--- src/rtl/rtc_shadow_pkg.sv ---
package rtc_shadow_pkg;

   typedef enum logic [1:0] {
      SRC_NONE  = 2'd0,
      SRC_CLOCK = 2'd1,
      SRC_CTRL  = 2'd2
   } addr_kind_e;

   // Clock bytes occupy 0..nclk-1, the control byte sits right above them.
   function automatic addr_kind_e kind_of(input int unsigned a, input int unsigned nclk);
      if (a < nclk)       return SRC_CLOCK;
      else if (a == nclk) return SRC_CTRL;
      else                return SRC_NONE;
   endfunction

endpackage

--- src/rtl/rtc_shadow_stamp.sv ---
module rtc_shadow_stamp #(
   parameter int BYTE_W   = 8,
   parameter int HT_BIT   = 0,
   parameter int TEB_BIT  = 1,
   parameter int HOLD_BIT = 2
) (
   input  logic              clk,
   input  logic              rst_n,
   input  logic              ctrl_we,
   input  logic [BYTE_W-1:0] ctrl_wdata,
   input  logic              power_fail,
   input  logic              tamper_evt,
   output logic [BYTE_W-1:0] ctrl_rd,
   output logic              freeze
);

   logic [BYTE_W-1:0] reg_q;
   logic              hold_q;
   logic              teb_now;

   assign teb_now = reg_q[TEB_BIT];

   always_ff @(posedge clk or negedge rst_n) begin
      if (!rst_n) begin
         reg_q <= '0;
      end else begin
         if (ctrl_we) begin
            reg_q           <= ctrl_wdata;
            reg_q[HOLD_BIT] <= 1'b0;
         end
         if (power_fail && !teb_now)
            reg_q[HT_BIT] <= 1'b1;
      end
   end

   always_ff @(posedge clk or negedge rst_n) begin
      if (!rst_n)
         hold_q <= 1'b0;
      else if (tamper_evt && teb_now)
         hold_q <= 1'b1;
      else if (ctrl_we && !ctrl_wdata[TEB_BIT])
         hold_q <= 1'b0;
   end

   always_comb begin
      ctrl_rd           = reg_q;
      ctrl_rd[HOLD_BIT] = hold_q;
   end

   assign freeze = reg_q[HT_BIT] | hold_q;

endmodule

--- src/rtl/rtc_shadow_gate.sv ---
module rtc_shadow_gate #(
   parameter bit RESUME_COPY = 1'b1
) (
   input  logic clk,
   input  logic rst_n,
   input  logic update_tick,
   input  logic backup_mode,
   input  logic freeze,
   input  logic xact_start,
   input  logic start_is_clock,
   input  logic xact_stop,
   output logic win_now,
   output logic copy_en
);

   logic win_q;
   logic pend_q;
   logic resume_req;
   logic open_now;
   logic want;

   always_ff @(posedge clk or negedge rst_n) begin
      if (!rst_n)
         win_q <= 1'b0;
      else if (xact_start)
         win_q <= start_is_clock;
      else if (xact_stop)
         win_q <= 1'b0;
   end

   assign win_now = win_q | (xact_start & start_is_clock);

   generate
      if (RESUME_COPY) begin : g_resume
         logic freeze_q;
         always_ff @(posedge clk or negedge rst_n) begin
            if (!rst_n) freeze_q <= 1'b0;
            else        freeze_q <= freeze;
         end
         assign resume_req = freeze_q & ~freeze;
      end else begin : g_wait_tick
         assign resume_req = 1'b0;
      end
   endgenerate

   assign open_now = ~win_now & ~backup_mode & ~freeze;
   assign want     = update_tick | pend_q | resume_req;
   assign copy_en  = open_now & want;

   always_ff @(posedge clk or negedge rst_n) begin
      if (!rst_n)       pend_q <= 1'b0;
      else if (freeze)  pend_q <= 1'b0;
      else if (copy_en) pend_q <= 1'b0;
      else              pend_q <= want;
   end

endmodule

--- src/rtl/rtc_shadow_bank.sv ---
module rtc_shadow_bank #(
   parameter int NUM_CLK = 8,
   parameter int BYTE_W  = 8,
   localparam int LIVE_W = NUM_CLK * BYTE_W
) (
   input  logic              clk,
   input  logic              rst_n,
   input  logic              copy_en,
   input  logic              freeze,
   input  logic [LIVE_W-1:0] live_time,
   output logic [LIVE_W-1:0] shadow
);

   generate
      for (genvar g = 0; g < NUM_CLK; g++) begin : g_byte
         if (g == 0) begin : g_subsec
            always_ff @(posedge clk or negedge rst_n) begin
               if (!rst_n)
                  shadow[BYTE_W-1:0] <= '0;
               else if (freeze)
                  shadow[BYTE_W-1:0] <= '0;
               else if (copy_en)
                  shadow[BYTE_W-1:0] <= live_time[BYTE_W-1:0];
            end
         end else begin : g_plain
            always_ff @(posedge clk or negedge rst_n) begin
               if (!rst_n)
                  shadow[g*BYTE_W +: BYTE_W] <= '0;
               else if (copy_en)
                  shadow[g*BYTE_W +: BYTE_W] <= live_time[g*BYTE_W +: BYTE_W];
            end
         end
      end
   endgenerate

endmodule

--- src/rtl/rtc_shadow_port.sv ---
module rtc_shadow_port
   import rtc_shadow_pkg::*;
#(
   parameter int NUM_CLK   = 8,
   parameter int BYTE_W    = 8,
   parameter int ADDR_W    = 4,
   parameter bit RDATA_REG = 1'b1,
   localparam int LIVE_W   = NUM_CLK * BYTE_W
) (
   input  logic              clk,
   input  logic              rst_n,
   input  logic              xact_start,
   input  logic [ADDR_W-1:0] xact_addr,
   input  logic              host_rd,
   input  logic              host_wr,
   input  logic [LIVE_W-1:0] shadow,
   input  logic [BYTE_W-1:0] ctrl_rd,
   output logic              ctrl_we,
   output logic [ADDR_W-1:0] ptr,
   output logic [BYTE_W-1:0] host_rdata
);

   localparam logic [ADDR_W-1:0] LAST_CLK = ADDR_W'(NUM_CLK - 1);

   logic [BYTE_W-1:0] sel;
   addr_kind_e        ptr_kind;

   assign ptr_kind = kind_of(int'(ptr), NUM_CLK);

   always_ff @(posedge clk or negedge rst_n) begin
      if (!rst_n)
         ptr <= '0;
      else if (xact_start)
         ptr <= xact_addr;
      else if ((host_rd || host_wr) && ptr_kind == SRC_CLOCK)
         ptr <= (ptr == LAST_CLK) ? '0 : ptr + 1'b1;
   end

   always_comb begin
      sel = '0;
      for (int k = 0; k < NUM_CLK; k++)
         if (ptr == ADDR_W'(k)) sel = shadow[k*BYTE_W +: BYTE_W];
      if (ptr_kind == SRC_CTRL) sel = ctrl_rd;
   end

   assign ctrl_we = host_wr & (ptr_kind == SRC_CTRL);

   generate
      if (RDATA_REG) begin : g_rd_reg
         always_ff @(posedge clk or negedge rst_n) begin
            if (!rst_n)       host_rdata <= '0;
            else if (host_rd) host_rdata <= sel;
         end
      end else begin : g_rd_comb
         assign host_rdata = sel;
      end
   endgenerate

endmodule

--- src/rtl/rtc_user_shadow.sv ---
module rtc_user_shadow
   import rtc_shadow_pkg::*;
#(
   parameter int NUM_CLK     = 8,
   parameter int BYTE_W      = 8,
   parameter int ADDR_W      = 4,
   parameter int HT_BIT      = 0,
   parameter int TEB_BIT     = 1,
   parameter int HOLD_BIT    = 2,
   parameter bit RESUME_COPY = 1'b1,
   parameter bit RDATA_REG   = 1'b1,
   localparam int LIVE_W     = NUM_CLK * BYTE_W
) (
   input  logic              clk,
   input  logic              rst_n,
   input  logic [LIVE_W-1:0] live_time,
   input  logic              update_tick,
   input  logic              backup_mode,
   input  logic              power_fail,
   input  logic              tamper_evt,
   input  logic              xact_start,
   input  logic [ADDR_W-1:0] xact_addr,
   input  logic              xact_stop,
   input  logic              host_rd,
   input  logic              host_wr,
   input  logic [BYTE_W-1:0] host_wdata,
   output logic [BYTE_W-1:0] host_rdata
);

   generate
      if (NUM_CLK < 1 || NUM_CLK >= (1 << ADDR_W)) begin : g_bad_depth
         $error("NUM_CLK must leave room for the control byte in the address space");
      end
      if (HT_BIT >= BYTE_W || TEB_BIT >= BYTE_W || HOLD_BIT >= BYTE_W) begin : g_bad_bits
         $error("control flag positions must lie inside the byte");
      end
      if (HT_BIT == TEB_BIT || HT_BIT == HOLD_BIT || TEB_BIT == HOLD_BIT) begin : g_dup_bits
         $error("control flag positions must be distinct");
      end
   endgenerate

   logic              start_is_clock;
   logic              win_now;
   logic              copy_en;
   logic              freeze;
   logic              ctrl_we;
   logic [BYTE_W-1:0] ctrl_rd;
   logic [ADDR_W-1:0] ptr;
   logic [LIVE_W-1:0] shadow;

   assign start_is_clock = (kind_of(int'(xact_addr), NUM_CLK) == SRC_CLOCK);

   rtc_shadow_stamp #(
      .BYTE_W(BYTE_W), .HT_BIT(HT_BIT), .TEB_BIT(TEB_BIT), .HOLD_BIT(HOLD_BIT)
   ) u_stamp (
      .clk(clk), .rst_n(rst_n), .ctrl_we(ctrl_we), .ctrl_wdata(host_wdata),
      .power_fail(power_fail), .tamper_evt(tamper_evt),
      .ctrl_rd(ctrl_rd), .freeze(freeze)
   );

   rtc_shadow_gate #(
      .RESUME_COPY(RESUME_COPY)
   ) u_gate (
      .clk(clk), .rst_n(rst_n), .update_tick(update_tick), .backup_mode(backup_mode),
      .freeze(freeze), .xact_start(xact_start), .start_is_clock(start_is_clock),
      .xact_stop(xact_stop), .win_now(win_now), .copy_en(copy_en)
   );

   rtc_shadow_bank #(
      .NUM_CLK(NUM_CLK), .BYTE_W(BYTE_W)
   ) u_bank (
      .clk(clk), .rst_n(rst_n), .copy_en(copy_en), .freeze(freeze),
      .live_time(live_time), .shadow(shadow)
   );

   rtc_shadow_port #(
      .NUM_CLK(NUM_CLK), .BYTE_W(BYTE_W), .ADDR_W(ADDR_W), .RDATA_REG(RDATA_REG)
   ) u_port (
      .clk(clk), .rst_n(rst_n), .xact_start(xact_start), .xact_addr(xact_addr),
      .host_rd(host_rd), .host_wr(host_wr), .shadow(shadow), .ctrl_rd(ctrl_rd),
      .ctrl_we(ctrl_we), .ptr(ptr), .host_rdata(host_rdata)
   );

endmodule

--- config.mk ---
export PLATFORM = sky130hd
export DESIGN_NAME = rtc_user_shadow
export DESIGN_NICKNAME = d
export VERILOG_FILES = /design/src/rtl/rtc_shadow_pkg.sv /design/src/rtl/rtc_shadow_stamp.sv /design/src/rtl/rtc_shadow_gate.sv /design/src/rtl/rtc_shadow_bank.sv /design/src/rtl/rtc_shadow_port.sv /design/src/rtl/rtc_user_shadow.sv
export SDC_FILE = /design/constraint.sdc
export NUM_CORES = 1
export LEC_CHECK = 0
export CAP_MARGIN = 30
export CELL_PAD_IN_SITES_DETAIL_PLACEMENT = 0
export CELL_PAD_IN_SITES_GLOBAL_PLACEMENT = 1
export CORE_MARGIN = 3
export CORE_UTILIZATION = 37
export CTS_BUF_LIST = sky130_fd_sc_hd__clkbuf_16
export CTS_CLUSTER_SIZE = 28
export DETAILED_ROUTE_END_ITERATION = 12
export PLACE_DENSITY = 0.77
export SKIP_LAST_GASP = 1
export SYNTH_ARGS = -nofsm -noshare
export SYNTH_HDL_FRONTEND = slang
export SYNTH_HIERARCHICAL = 1
export SYNTH_SLANG_ARGS = --single-unit
--- constraint.sdc ---
create_clock -name clk -period 2.1 [get_ports clk]
set_clock_uncertainty 0.15 [all_clocks]
set_input_delay 0.42 -clock clk [delete_from_list [all_inputs] [get_ports clk]]
set_output_delay 0.42 -clock clk [all_outputs]
set_load 0.05 [all_outputs]
==> flow_metrics.py <==
metrics = {
    "power_and_ir_drop": {
        "cell_area_power_density_nw_per_um2": 1040,
        "leakagePower_nw": 2.66,
        "peakVddDrop_mv": 0.469,
    },
    "timing": {
        "hold_violations": 0,
        "setup_violations": 0,
        "setup_tns_ps": 0,
        "rsz0062_at_grt": "true",
        "post-route-min-period_ps": 2050,
        "timing.final.max_slew_violations": 0,
        "timing.slew.headroom_pct": 65.0,
        "max_slew.worst_pin.slew_ps": 526,
        "min_period_over_period_pct": 97.7,
        "fmax_mhz": 487,
    },
    "die": {
        "fp.dieArea_sq_um": 13800,
        "start_util_pct": 38.1,
        "floorplan.die.width_microns": 117,
        "chipHeight_microns": 117,
        "io-pin-count": 94,
        "placementRows": 40,
        "core_area_sq_um": 12100,
    },
    "placement": {
        "place.gp.congestion": 0.816,
        "place.detailed.hpwl_microns": 8430,
        "area_post_placement_sq_um": 5740,
        "placed_cells": 632,
        "placement.io_buffers": 92,
    },
    "route": {
        "via_per_inst": 5.01,
        "drt_iter0_drc": 262,
        "routed-via-count": 3269,
        "route.detailed.drc": 0,
        "postRouteAntennaNets": 0,
        "totalWireLength_microns": 11600,
        "detail_route.wl_per_cell_microns": 17.7,
        "drt_pass1_iterations": 5,
    },
    "global_routing": {
        "grt_pass1_vias": 3478,
        "grt_first_pass_wirelength_microns": 18300,
        "track_usage_pct": 16.7,
        "grt_max_degree": 88,
        "number_of_antenna_violations_at_the_first_check_in_global_routing": 0,
        "overflow_left_after_global_routing": 0,
    },
    "layout": {
        "final_cell_count_no_fill": 653,
        "nets": 570,
        "diodes": 0,
        "flow.area_growth_from_synthesis_pct": 33.9,
        "drive_gt1_share_pct": 29.5,
        "layout.cell_area.non_filler_sq_um": 6150,
    },
    "setup_path": {
        "worst_r2r_startpoint": "u_port/ptr[0]",
        "worst_r2r_endpoint": "u_port/host_rdata[3]",
        "endpoint_type_of_the_worst_setup_path": "register",
        "timing.reg2reg.worst_path_depth": 6,
        "cp.required_ps": 2210,
        "worstPathMaxFanout": 8,
        "cp_data_arrival_time_ps": 2160,
        "criticalPathCategory": "register to register",
        "timing.reg2reg.setup_slack_ps": 50,
        "critPathLaunchType": "register",
    },
    "worst_hold_path": {
        "worstHoldPathType": "primary input to register",
        "hp-start": "xact_addr[3]",
        "worstHoldPathCells": 3,
        "holdPathEnd": "u_port/ptr[3]",
    },
    "clocking": {
        "numClockSinks": 87,
        "max_h_tree_level": 3,
        "clock_latency_ps": 340,
        "cts_tree": "done",
        "clockRootBuffer": "sky130_fd_sc_hd__clkbuf_16",
        "clockBufferDepth": 2,
        "cts.clk_slew.worst_paths_ps": 60,
        "cts-buffers-inserted": 9,
    },
    "yosys": {
        "synth_flop_type": "sky130_fd_sc_hd__dfrtp_1",
        "synthesis.area_per_instance_sq_um": 12.5,
        "synth_warnings": 6,
        "post_syn_nets": 457,
        "netlist_area_sq_um": 4590,
        "netlist.top_cell.by_area": "sky130_fd_sc_hd__dfrtp_1",
        "asyncSetResetFlopFracSynth_pct": 100,
        "seq_area_frac_synth_pct": 47.4,
        "synth.top_cells.by_count": "sky130_fd_sc_hd__dfrtp_1 (87), sky130_fd_sc_hd__mux2_4 (58), sky130_fd_sc_hd__a21oi_1 (42), sky130_fd_sc_hd__inv_1 (24), sky130_fd_sc_hd__nor2_1 (20)",
        "synth_top_area_share_pct": 47.4,
        "yosys.cell_count.top_type": "sky130_fd_sc_hd__dfrtp_1",
        "synth.top_cells.by_area": "sky130_fd_sc_hd__dfrtp_1 (47%), sky130_fd_sc_hd__mux2_4 (19%), sky130_fd_sc_hd__a21oi_1 (4.6%), sky130_fd_sc_hd__buf_12 (2.6%), sky130_fd_sc_hd__mux2i_1 (2.2%)",
        "synth_seq_cells": 87,
        "synth.lib_cells_used.distinct": 41,
        "syn_inst": 367,
        "synth_edf_count": 0,
    },
    "flow_run": {
        "drv_cap": 0,
    },
    "run_status": {
        "outcome": "complete, no violations",
    },
}
cell families (layout without fill, tap and decap cells):
kind of cell,count (synthesis),count (layout),share of synthesized area (%)
flops,87,87,47.4
buf+inv,53,171,8.14
mux,72,72,22.1
compound gates,112,112,16.8
fa+ha+maj,4,4,1.09
simple gates,39,39,4.44
final cells by class:
type	instances	area [sq um]
Tap cell	168	210
Timing Repair Buffer	131	1300
Fill cell	1074	5910
Sequential cell	87	2180
Clock inverter	7	87.6
Inverter	24	90.1
Clock buffer	9	225
Multi-Input combinational cell	227	2060
power by group:
| part | internal [mW] | switching (mW) | leakage (nW) | total (mW) |
|---|---|---|---|---|
| logic | 1.14 | 0.949 | 1.41 | 2.09 |
| registers | 2.19 | 0.410 | 1.11 | 2.60 |
| clock network | 1.03 | 0.645 | 0.147 | 1.68 |
| total | 4.36 | 2.00 | 2.66 | 6.37 |
worst max-delay path, cell delays in order (launching register included):
cell,delay (ps)
sky130_fd_sc_hd__dfrtp_1,400
sky130_fd_sc_hd__buf_4,170
sky130_fd_sc_hd__ha_1,250
sky130_fd_sc_hd__nor3_2,390
sky130_fd_sc_hd__o21ai_0,210
sky130_fd_sc_hd__o32a_1,250
sky130_fd_sc_hd__o21ai_1,150
worst max path at each step:
stage | to | slack [ps] | cells after the start | startpoint
CTS | u_bank/shadow[30] | 20 | 5 | u_stamp/hold_q
floorplan | u_bank/shadow[10] | 80 | 5 | u_stamp/hold_q
global placement | u_bank/shadow[22] | -270 | 7 | xact_addr[3]
detailed placement | u_bank/shadow[30] | -320 | 7 | xact_addr[3]
global route | u_port/host_rdata[3] | -30 | 6 | u_port/ptr[0]
finish | u_port/host_rdata[3] | 50 | 6 | u_port/ptr[0]
layer usage:
metal / global-route usage [%] / share of wire, % / up-vias
met5: 0 / 0 / -
met4: 6.82 / 2.1 / 0
met3: 2.99 / 4.7 / 15
met2: 25.0 / 45 / 94
met1: 24.0 / 48 / 1607
li1: - / - / 1553
flip-flops by register name, indices dropped and copies added (netlist names):
register                  count
u_stamp/hold_q                1
u_port/ptr                    4
u_bank/shadow                64
u_gate/pend_q                 1
u_port/host_rdata             8
u_gate/win_q                  1
u_stamp/reg_q                 7
u_gate/g_resume.freeze_q      1
placed cells by master (no fill, tap or decap), types with 8 or more instances in the layout:
cell                              count
sky130_fd_sc_hd__a21oi_1             42
sky130_fd_sc_hd__a221oi_1             8
sky130_fd_sc_hd__buf_4               37
sky130_fd_sc_hd__clkbuf_16           11
sky130_fd_sc_hd__clkdlybuf4s50_1     81
sky130_fd_sc_hd__dfrtp_1             87
sky130_fd_sc_hd__inv_1               24
sky130_fd_sc_hd__mux2_4              58
sky130_fd_sc_hd__mux2i_1             10
sky130_fd_sc_hd__nand2_1              9
sky130_fd_sc_hd__nor2_1              20
sky130_fd_sc_hd__o21ai_0             17
sky130_fd_sc_hd__o21ai_1              9
sky130_fd_sc_hd__o221a_2              8
sky130_fd_sc_hd__o22ai_1              8
sky130_fd_sc_hd__o32a_1               8
stage by stage:
stage	setup slack, ps	hold slack [ps]	util, %	total power [mW]
after floorplan	78.5	-25.6	-	3.98
after global placement	-273	342	47.6	4.63
after detailed placement	-322	345	47.6	4.69
after CTS	18.2	364	50.2	6.39
after global routing	-28.4	252	51.0	6.68
final	48.5	236	51.0	6.37
timing repair:
| item | in CTS | in global routing |
|---|---|---|
| endpoints found under the hold margin | 87 | 0 |
| hold buffers | 1 | 0 |
| gates resized for setup | 0 | 10 |
| setup buffers | 0 | 1 |
| setup endpoints to repair | 0 | 47 |
Note: power is estimated with default switching activity, not from simulation.
